===== src/rtl/pf_pipe_tracker.sv =====
module pf_pipe_tracker #(
  parameter int ADDR_W = 32,
  parameter int WORD_W = 16
) (
  input  logic              clk,
  input  logic              rst_n,
  input  logic              fetch_req,
  input  logic              fetch_sel,
  input  logic [ADDR_W-1:0] fetch_addr,
  input  logic              cur_super,
  output logic              pf_req,
  output logic [ADDR_W-1:0] pf_addr,
  output logic [2:0]        pf_fc,
  input  logic              pf_ack,
  input  logic              pf_berr,
  input  logic [WORD_W-1:0] pf_data,
  input  logic              use_req,
  input  logic              use_sel,
  output logic              use_ok,
  output logic [WORD_W-1:0] use_word,
  output logic              berr_exc,
  input  logic              ld_frame,
  input  logic [15:0]       ld_ssw,
  input  logic [WORD_W-1:0] ld_word_b,
  input  logic [WORD_W-1:0] ld_word_c,
  input  logic [ADDR_W-1:0] ld_pc,
  input  logic              ld_super,
  input  logic              rte,
  input  logic              need_b,
  input  logic              need_c,
  output logic [15:0]       ssw,
  output logic              ready
);
  localparam logic [2:0] FC_SUP_PROG = 3'b110;
  localparam logic [2:0] FC_USR_PROG = 3'b010;
  localparam logic [ADDR_W-1:0] STEP = ADDR_W'(2);

  // index 1 = stage C, index 0 = stage B
  logic [1:0]        vld, rr, ff, pend;
  logic [WORD_W-1:0] wd [2];
  logic [ADDR_W-1:0] ad [2];
  logic              busy, bsel, brerun, sup;
  logic [2:0]        bfc;
  logic [8:0]        lo;

  logic       done, can_take, issue_sel;
  logic [1:0] inflight, need, rr_ld;

  assign need      = {need_c, need_b};
  assign done      = busy & (pf_ack | pf_berr);
  assign can_take  = ~busy & ~(|pend);
  assign issue_sel = pend[1];
  assign inflight  = pend | ({2{busy}} & {bsel, ~bsel});
  assign rr_ld     = ld_ssw[13:12] | ld_ssw[15:14];

  assign pf_req   = busy;
  assign pf_addr  = ad[bsel];
  assign pf_fc    = bfc;
  assign use_word = wd[use_sel];
  assign use_ok   = use_req & vld[use_sel];
  assign berr_exc = use_req & ~vld[use_sel] & rr[use_sel] & ~inflight[use_sel];
  assign ready    = ~(|pend) & ~(busy & brerun);
  assign ssw      = {ff[1], ff[0], rr[1], rr[0], 3'b000, lo[8:4], 1'b0, lo[2:0]};

  always_ff @(posedge clk) begin
    if (!rst_n) begin
      vld <= '0; rr <= '0; ff <= '0; pend <= '0;
      wd[0] <= '0; wd[1] <= '0; ad[0] <= '0; ad[1] <= '0;
      busy <= 1'b0; bsel <= 1'b0; brerun <= 1'b0; sup <= 1'b0;
      bfc <= '0; lo <= '0;
    end else begin
      if (done) begin
        busy <= 1'b0;
        ff[bsel] <= 1'b0;
        if (pf_berr) begin
          rr[bsel] <= 1'b1;
        end else begin
          wd[bsel]  <= pf_data;
          vld[bsel] <= 1'b1;
          rr[bsel]  <= 1'b0;
        end
      end
      if (berr_exc) ff[use_sel] <= 1'b1;
      if (!busy && (|pend)) begin
        busy            <= 1'b1;
        bsel            <= issue_sel;
        brerun          <= 1'b1;
        bfc             <= sup ? FC_SUP_PROG : FC_USR_PROG;
        pend[issue_sel] <= 1'b0;
      end else if (can_take) begin
        if (ld_frame) begin
          wd[1] <= ld_word_c;
          wd[0] <= ld_word_b;
          ad[1] <= ld_pc;
          ad[0] <= ld_pc + STEP;
          rr    <= rr_ld;
          ff    <= ld_ssw[15:14];
          vld   <= ~rr_ld;
          lo    <= ld_ssw[8:0];
          sup   <= ld_super;
        end else if (rte) begin
          for (int i = 0; i < 2; i++) begin
            if (rr[i] && (ff[i] || need[i])) pend[i] <= 1'b1;
            if (!rr[i]) vld[i] <= 1'b1;
          end
        end else if (fetch_req) begin
          busy           <= 1'b1;
          bsel           <= fetch_sel;
          brerun         <= 1'b0;
          bfc            <= cur_super ? FC_SUP_PROG : FC_USR_PROG;
          ad[fetch_sel]  <= fetch_addr;
          vld[fetch_sel] <= 1'b0;
        end
      end
    end
  end
endmodule


===== config.mk =====
export PLATFORM = sky130hd
export DESIGN_NAME = pf_pipe_tracker
export DESIGN_NICKNAME = d
export VERILOG_FILES = /design/src/rtl/pf_pipe_tracker.sv
export SDC_FILE = /design/constraint.sdc
export NUM_CORES = 1
export LEC_CHECK = 0
export BUFFER_PORTS_ARGS = -buffer_cell sky130_fd_sc_hd__buf_2
export CAP_MARGIN = 20
export CORE_AREA = 2 2 120 122
export DETAILED_ROUTE_END_ITERATION = 12
export DIE_AREA = 0 0 122 124
export GPL_ROUTABILITY_DRIVEN = 0
export PLACE_DENSITY = 0.76
export SLEW_MARGIN = 20
export SYNTH_ARGS = -nofsm -noshare
export SYNTH_HDL_FRONTEND = slang
export SYNTH_SLANG_ARGS = --single-unit
export TNS_END_PERCENT = 20

===== constraint.sdc =====
create_clock -name clk -period 2.55 [get_ports clk]
set_input_delay 0.1275 -clock clk [delete_from_list [all_inputs] [get_ports clk]]
set_output_delay 0.1275 -clock clk [all_outputs]
set_load 0.005 [all_outputs]

Word level (Yosys, flattened, before mapping)
Memory sizes are Yosys's and may differ from the RTL's. A register that Yosys moved wholly into a read port is not among the register bits.
Index checks and enable logic that the tools add are counted.
{"block": "classes", "bitwise_logic": 34, "mux": 93, "n_reduce_logical": 22, "n_eq_ne": 2, "order_cmp": 8, "addsub": 1}
{"operator": "$mux 32", "count": 3}
{"operator": "$mux 1", "count": 53}
{"operator": "$mux 16", "count": 3}
{"operator": "$mux 2", "count": 23}
{"operator": "$add 32x2->32 const B", "count": 1}
{"operator": "$reduce_or 32->1", "count": 1}
{"operator": "$mux 3", "count": 7}
{"operator": "$reduce_or 16->1", "count": 1}
{"operator": "$reduce_and 4->1", "count": 3}
{"operator": "$and 2x2->2", "count": 5}
{"operator": "$or 2x2->2", "count": 5}
{"operator": "$reduce_bool 2->1", "count": 5}
{"operator": "$and 1x1->1", "count": 8}
{"operator": "$lt 1x2->1 const B", "count": 4}
{"operator": "$not 2->2", "count": 4}
{"operator": "$logic_and 1x1->1", "count": 7}
{"operator": "$not 1->1", "count": 7}
{"operator": "$or 1x1->1", "count": 5}
{"operator": "$demux 1 s1", "count": 4}
{"operator": "$ge 1x1->1 const B", "count": 4}
{"operator": "$ne 2x1->1 const B", "count": 2}
{"operator": "$reduce_and 3->1", "count": 1}
{"operator": "$logic_or 1x1->1", "count": 2}
{"operator": "$reduce_or 2->1", "count": 1}
{"operator": "$logic_not 1->1", "count": 1}
{"block": "word_totals", "reg_bits": 24, "word_cells": 173, "out_inout_bits": 71, "ram_bits": 96, "mem_count": 2, "inputBits": 142}
{"memory": "ad", "depth": 2, "width": 32, "read_ports": 1, "rd_ports_with_merged_regs": 1, "write_ports": 2, "line": "41", "source": "logic [ADDR_W-1:0] ad [2];"}
{"memory": "wd", "depth": 2, "width": 16, "read_ports": 1, "rd_ports_with_merged_regs": 0, "write_ports": 2, "line": "40", "source": "logic [WORD_W-1:0] wd [2];"}

Logic depth before layout (Yosys ltp)
{"block": "logic_depth", "ltp_word": 14, "mapped_depth": 7, "depth_no_buf": 6}

Least setup slack after synthesis
OpenSTA, ideal clock, no wires.
{"block": "synth_path", "path_kind": "flip-flop to flip-flop", "startpoint": "reg pend[1]", "endpoint": "mem ad[0][0] (enable)", "setup_time_ps": 395, "t_arrival_ps": 2204, "synth_period_minus_slack_ps": 2599, "slack_ps": -49, "path_stages_with_launch": 6, "n_path_buf": 1, "t_required_ps": 2155, "path_cell_list": "dfxtp_1 -> nor3_2 -> nand2_1 -> nor3_2 -> buf_2 -> nand3b_1"}
{"item": "from (decl)", "line": "39", "source": "logic [1:0] vld, rr, ff, pend;"}
{"item": "from (signal assigned)", "line": "67", "source": "vld <= '0; rr <= '0; ff <= '0; pend <= '0;"}
{"item": "from (signal, indexed assignment)", "line": "89", "source": "pend[issue_sel] <= 1'b0;"}
{"item": "from (signal, indexed assignment)", "line": "103", "source": "if (rr[i] && (ff[i] || need[i])) pend[i] <= 1'b1;"}
{"item": "to (decl)", "line": "41"}

==> results.cfg <==
[logic_synthesis]
synthTopCellsByCount = edfxtp_1, a22o_1, nand2_1
synth.distinct_cells = 53
synth.area.top_cells = edfxtp_1, a22o_1, mux2_2
synth_top_area_share_pct = 46.5
ys_ff_latch = 119
synth_top_family_by_area = compound AO/OA/AOI/OAI gates
synth_edf_count = 96
yosysWarnings = 0
synth_compound_area_share_pct = 16.6
synth-seq-area-share_pct = 53.9
synthAdderAreaFrac_pct = 0.202
async_flop_share_pct = 0
synth_xor_area_share_pct = 4.10
synth_area_um2 = 6200
synth_simple_gate_area_share_pct = 13.1
ys.flop_type = edfxtp_1
syn_inst = 533
syn-mean-instance-area_um2 = 11.6
yosysMostFrequentCell = edfxtp_1
synth.mux.area_fraction_pct = 8.88
synth_top_area_cell = edfxtp_1

[final_layout]
final_core_util_pct = 62.2
nNetsFinal = 931
fillers = 1050
drive_gt1_share_pct = 38.1
syn_to_final_growth_pct = 37.6
fin_area_um2 = 8530

[global_routing]
grt_pass1_vias = 5516
top_usage_layer = met2
grt_pass1_wl_um = 26900
use_met3_pct = 7.37
use_met1_pct = 26.5
use_met2_pct = 41.5
grt_usage_pct = 23.5
grt_antenna_before_repair = 1
grt.overflow.total = 0
grt_start_max_net_pins = 34

[setup_path]
cp_cell_sequence = nor3_4, and3_4, buf_12, a22o_1, dlygate4sd3_1
cp-start-kind = flop
crit_fanout = 28
worstSetupPathType = flop to flop
cp.required_ns = 2.83
path_delay_family = simple AND/OR/NAND/NOR gates
cp-end-kind = flop
crit_arrival_ns = 2.62
slowest_stage = dlygate4sd3_1
critPathMaxStageDelay_ns = 0.55
path_buf_inv = 2

[power_and_ir_drop]
p_per_area_nw_per_um2 = 638
max-vdd-ir-drop_uv = 429
p_total_uw = 5440
p_leak_uw = 0.00364

[timing]
period_minus_slack_ns = 2.34
relSlewSlack_pct = 55.4
setup_tns_ns = 0
setup_violations = 0
rsz0062_at_grt = false
fin_crit_sh_pct = 91.6
fmax_ghz = 0.428
skew_ns = 0.00636
hold_violations = 0
worst_pin_slew_ns = 0.667
maxSlewViolCount = 0

[route]
routedWlPerCell_um = 17.9
drt_wl_total_um = 17600
route.detailed.drc = 0
antenna_left = 0
dr.pass1.iters = 5
drtIter0Drc = 385
vias = 5455
via_per_inst = 5.56

[clock_network]
h-tree-depth = 4
cts_sinks = 119
numCtsBuffers = 17
cts-root-buf = clkbuf_16
ctsLongestPathBuffers = 2
clk_latency_ns = 0.42
post-cts-setup-buffers = 0
clk_pin_slew_ns = 0.05
tritoncts = done

[die]
start_util_pct = 45.2
core_area_um2 = 13700
std_cell_rows = 43
die-area_um2 = 15100
die_w_um = 122
dieHeight_um = 124
io-pin-count = 213

[hold_path]
hold_path_class = input pin to flop

[place]
placed_area_um2 = 7460
dp_hpwl_um = 11500
port_buffers = 203

[job]
drv_cap = 0

[run_status]
run_status = complete, no violations
-- layout by cell type (no fill, tap or decap), types with 3 or more instances in the layout --
master and count:
buf_2 203, edfxtp_1 96, a22o_1 67, nand2_1 66, dlygate4sd3_1 51, mux2_2 48
o21ai_0 35, dfxtp_1 23, nor2_1 17, clkbuf_16 17, nand3_1 15, xor2_1 15
xnor2_1 14, buf_4 12, nand4_1 11, a21boi_0 11, and3_1 7, nor3_1 6
nor2b_1 5, a21oi_1 5, conb_1 5, inv_1 4, clkinv_2 4, clkbuf_1 4
buf_12 4, nor3_4 3, nor4_1 3, o21ai_1 3, nand3b_1 3, o211a_1 3
and2_1 3, clkinvlp_4 3
-- cells by family (layout without fill, tap and decap cells) --
kind of cell | count (synthesis) | in the layout
AND/OR/NAND/NOR | 154 | 154
AO/OA/AOI/OAI | 138 | 138
flip-flops | 119 | 119
multiplexers | 49 | 49
buffers and inverters | 42 | 305
XOR/XNOR | 29 | 29
adder cells (fa/ha/maj) | 1 | 1
other | 1 | 6
-- worst paths after layout --
check,start,endpoint,slack [ns],depth (start not counted)
setup / recovery,pf_req,wd[0][5],0.21,5
hold / removal,fetch_addr[30],ad[0][30],0.01,3
setup reg to reg,pf_req,wd[0][5],0.21,5
hold reg to reg,sup,sup,0.46,2
-- layout make-up --
cell class | count | area (um2) | area share, %
flip-flops and latches | 119 | 3340 | 39.2
multi-input cells | 376 | 2700 | 31.6
repair buffers | 270 | 1700 | 19.9
clock buffers | 21 | 440 | 5.16
well taps | 180 | 225 | 2.64
clock inverters | 10 | 106 | 1.25
inverters | 4 | 15.0 | 0.176
diodes | 1 | 2.50 | 0.0293
-- through the flow --
step	hold WS [ns]	setup WS, ns	instances
final	0.0146	0.214	981
after global routing	0.00474	0.0949	980
after CTS	0.000466	0.0918	980
after detailed placement	0.390	0.542	898
after global placement	0.381	0.623	898
after floorplan	0.272	0.0247	537
-- flip-flops by register name (all words and copies together) (netlist names), named ones only --
register and count:
lo 8, ad 64, pend 2, sup 1
ff 2, bsel 1, vld 2, pf_req 1
brerun 1, pf_fc 2, wd 32, rr 2
-- power breakdown --
part / switching (uW) / internal, uW / total, uW
clock: 826 / 1420 / 2240
sequential: 61.4 / 2300 / 2360
combinational: 411 / 422 / 832
-- routing by layer --
layer  wire [um]  share of wire, %  vias up
li1            -                 -     2542
met1        6870                39     2580
met2        8820                50      297
met3        1540               8.8       36
met4         347               2.0        0
met5           0                 0        -
-- worst reg2reg max path, cell delays in order, from the launching register on --
cell and delay (ns):
dfxtp_1 0.46, nor3_4 0.34, and3_4 0.45, buf_12 0.23
a22o_1 0.18, dlygate4sd3_1 0.55
-- timing repair --
| action | 4_1_cts | 5_1_grt |
|---|---|---|
| hold endpoints to repair | 44 | 0 |
| endpoints found under the setup margin | 0 | 9 |
| hold buffers | 51 | 0 |
| resized for setup | 0 | 1 |
No activity file was read; power rests on OpenSTA's default activity.
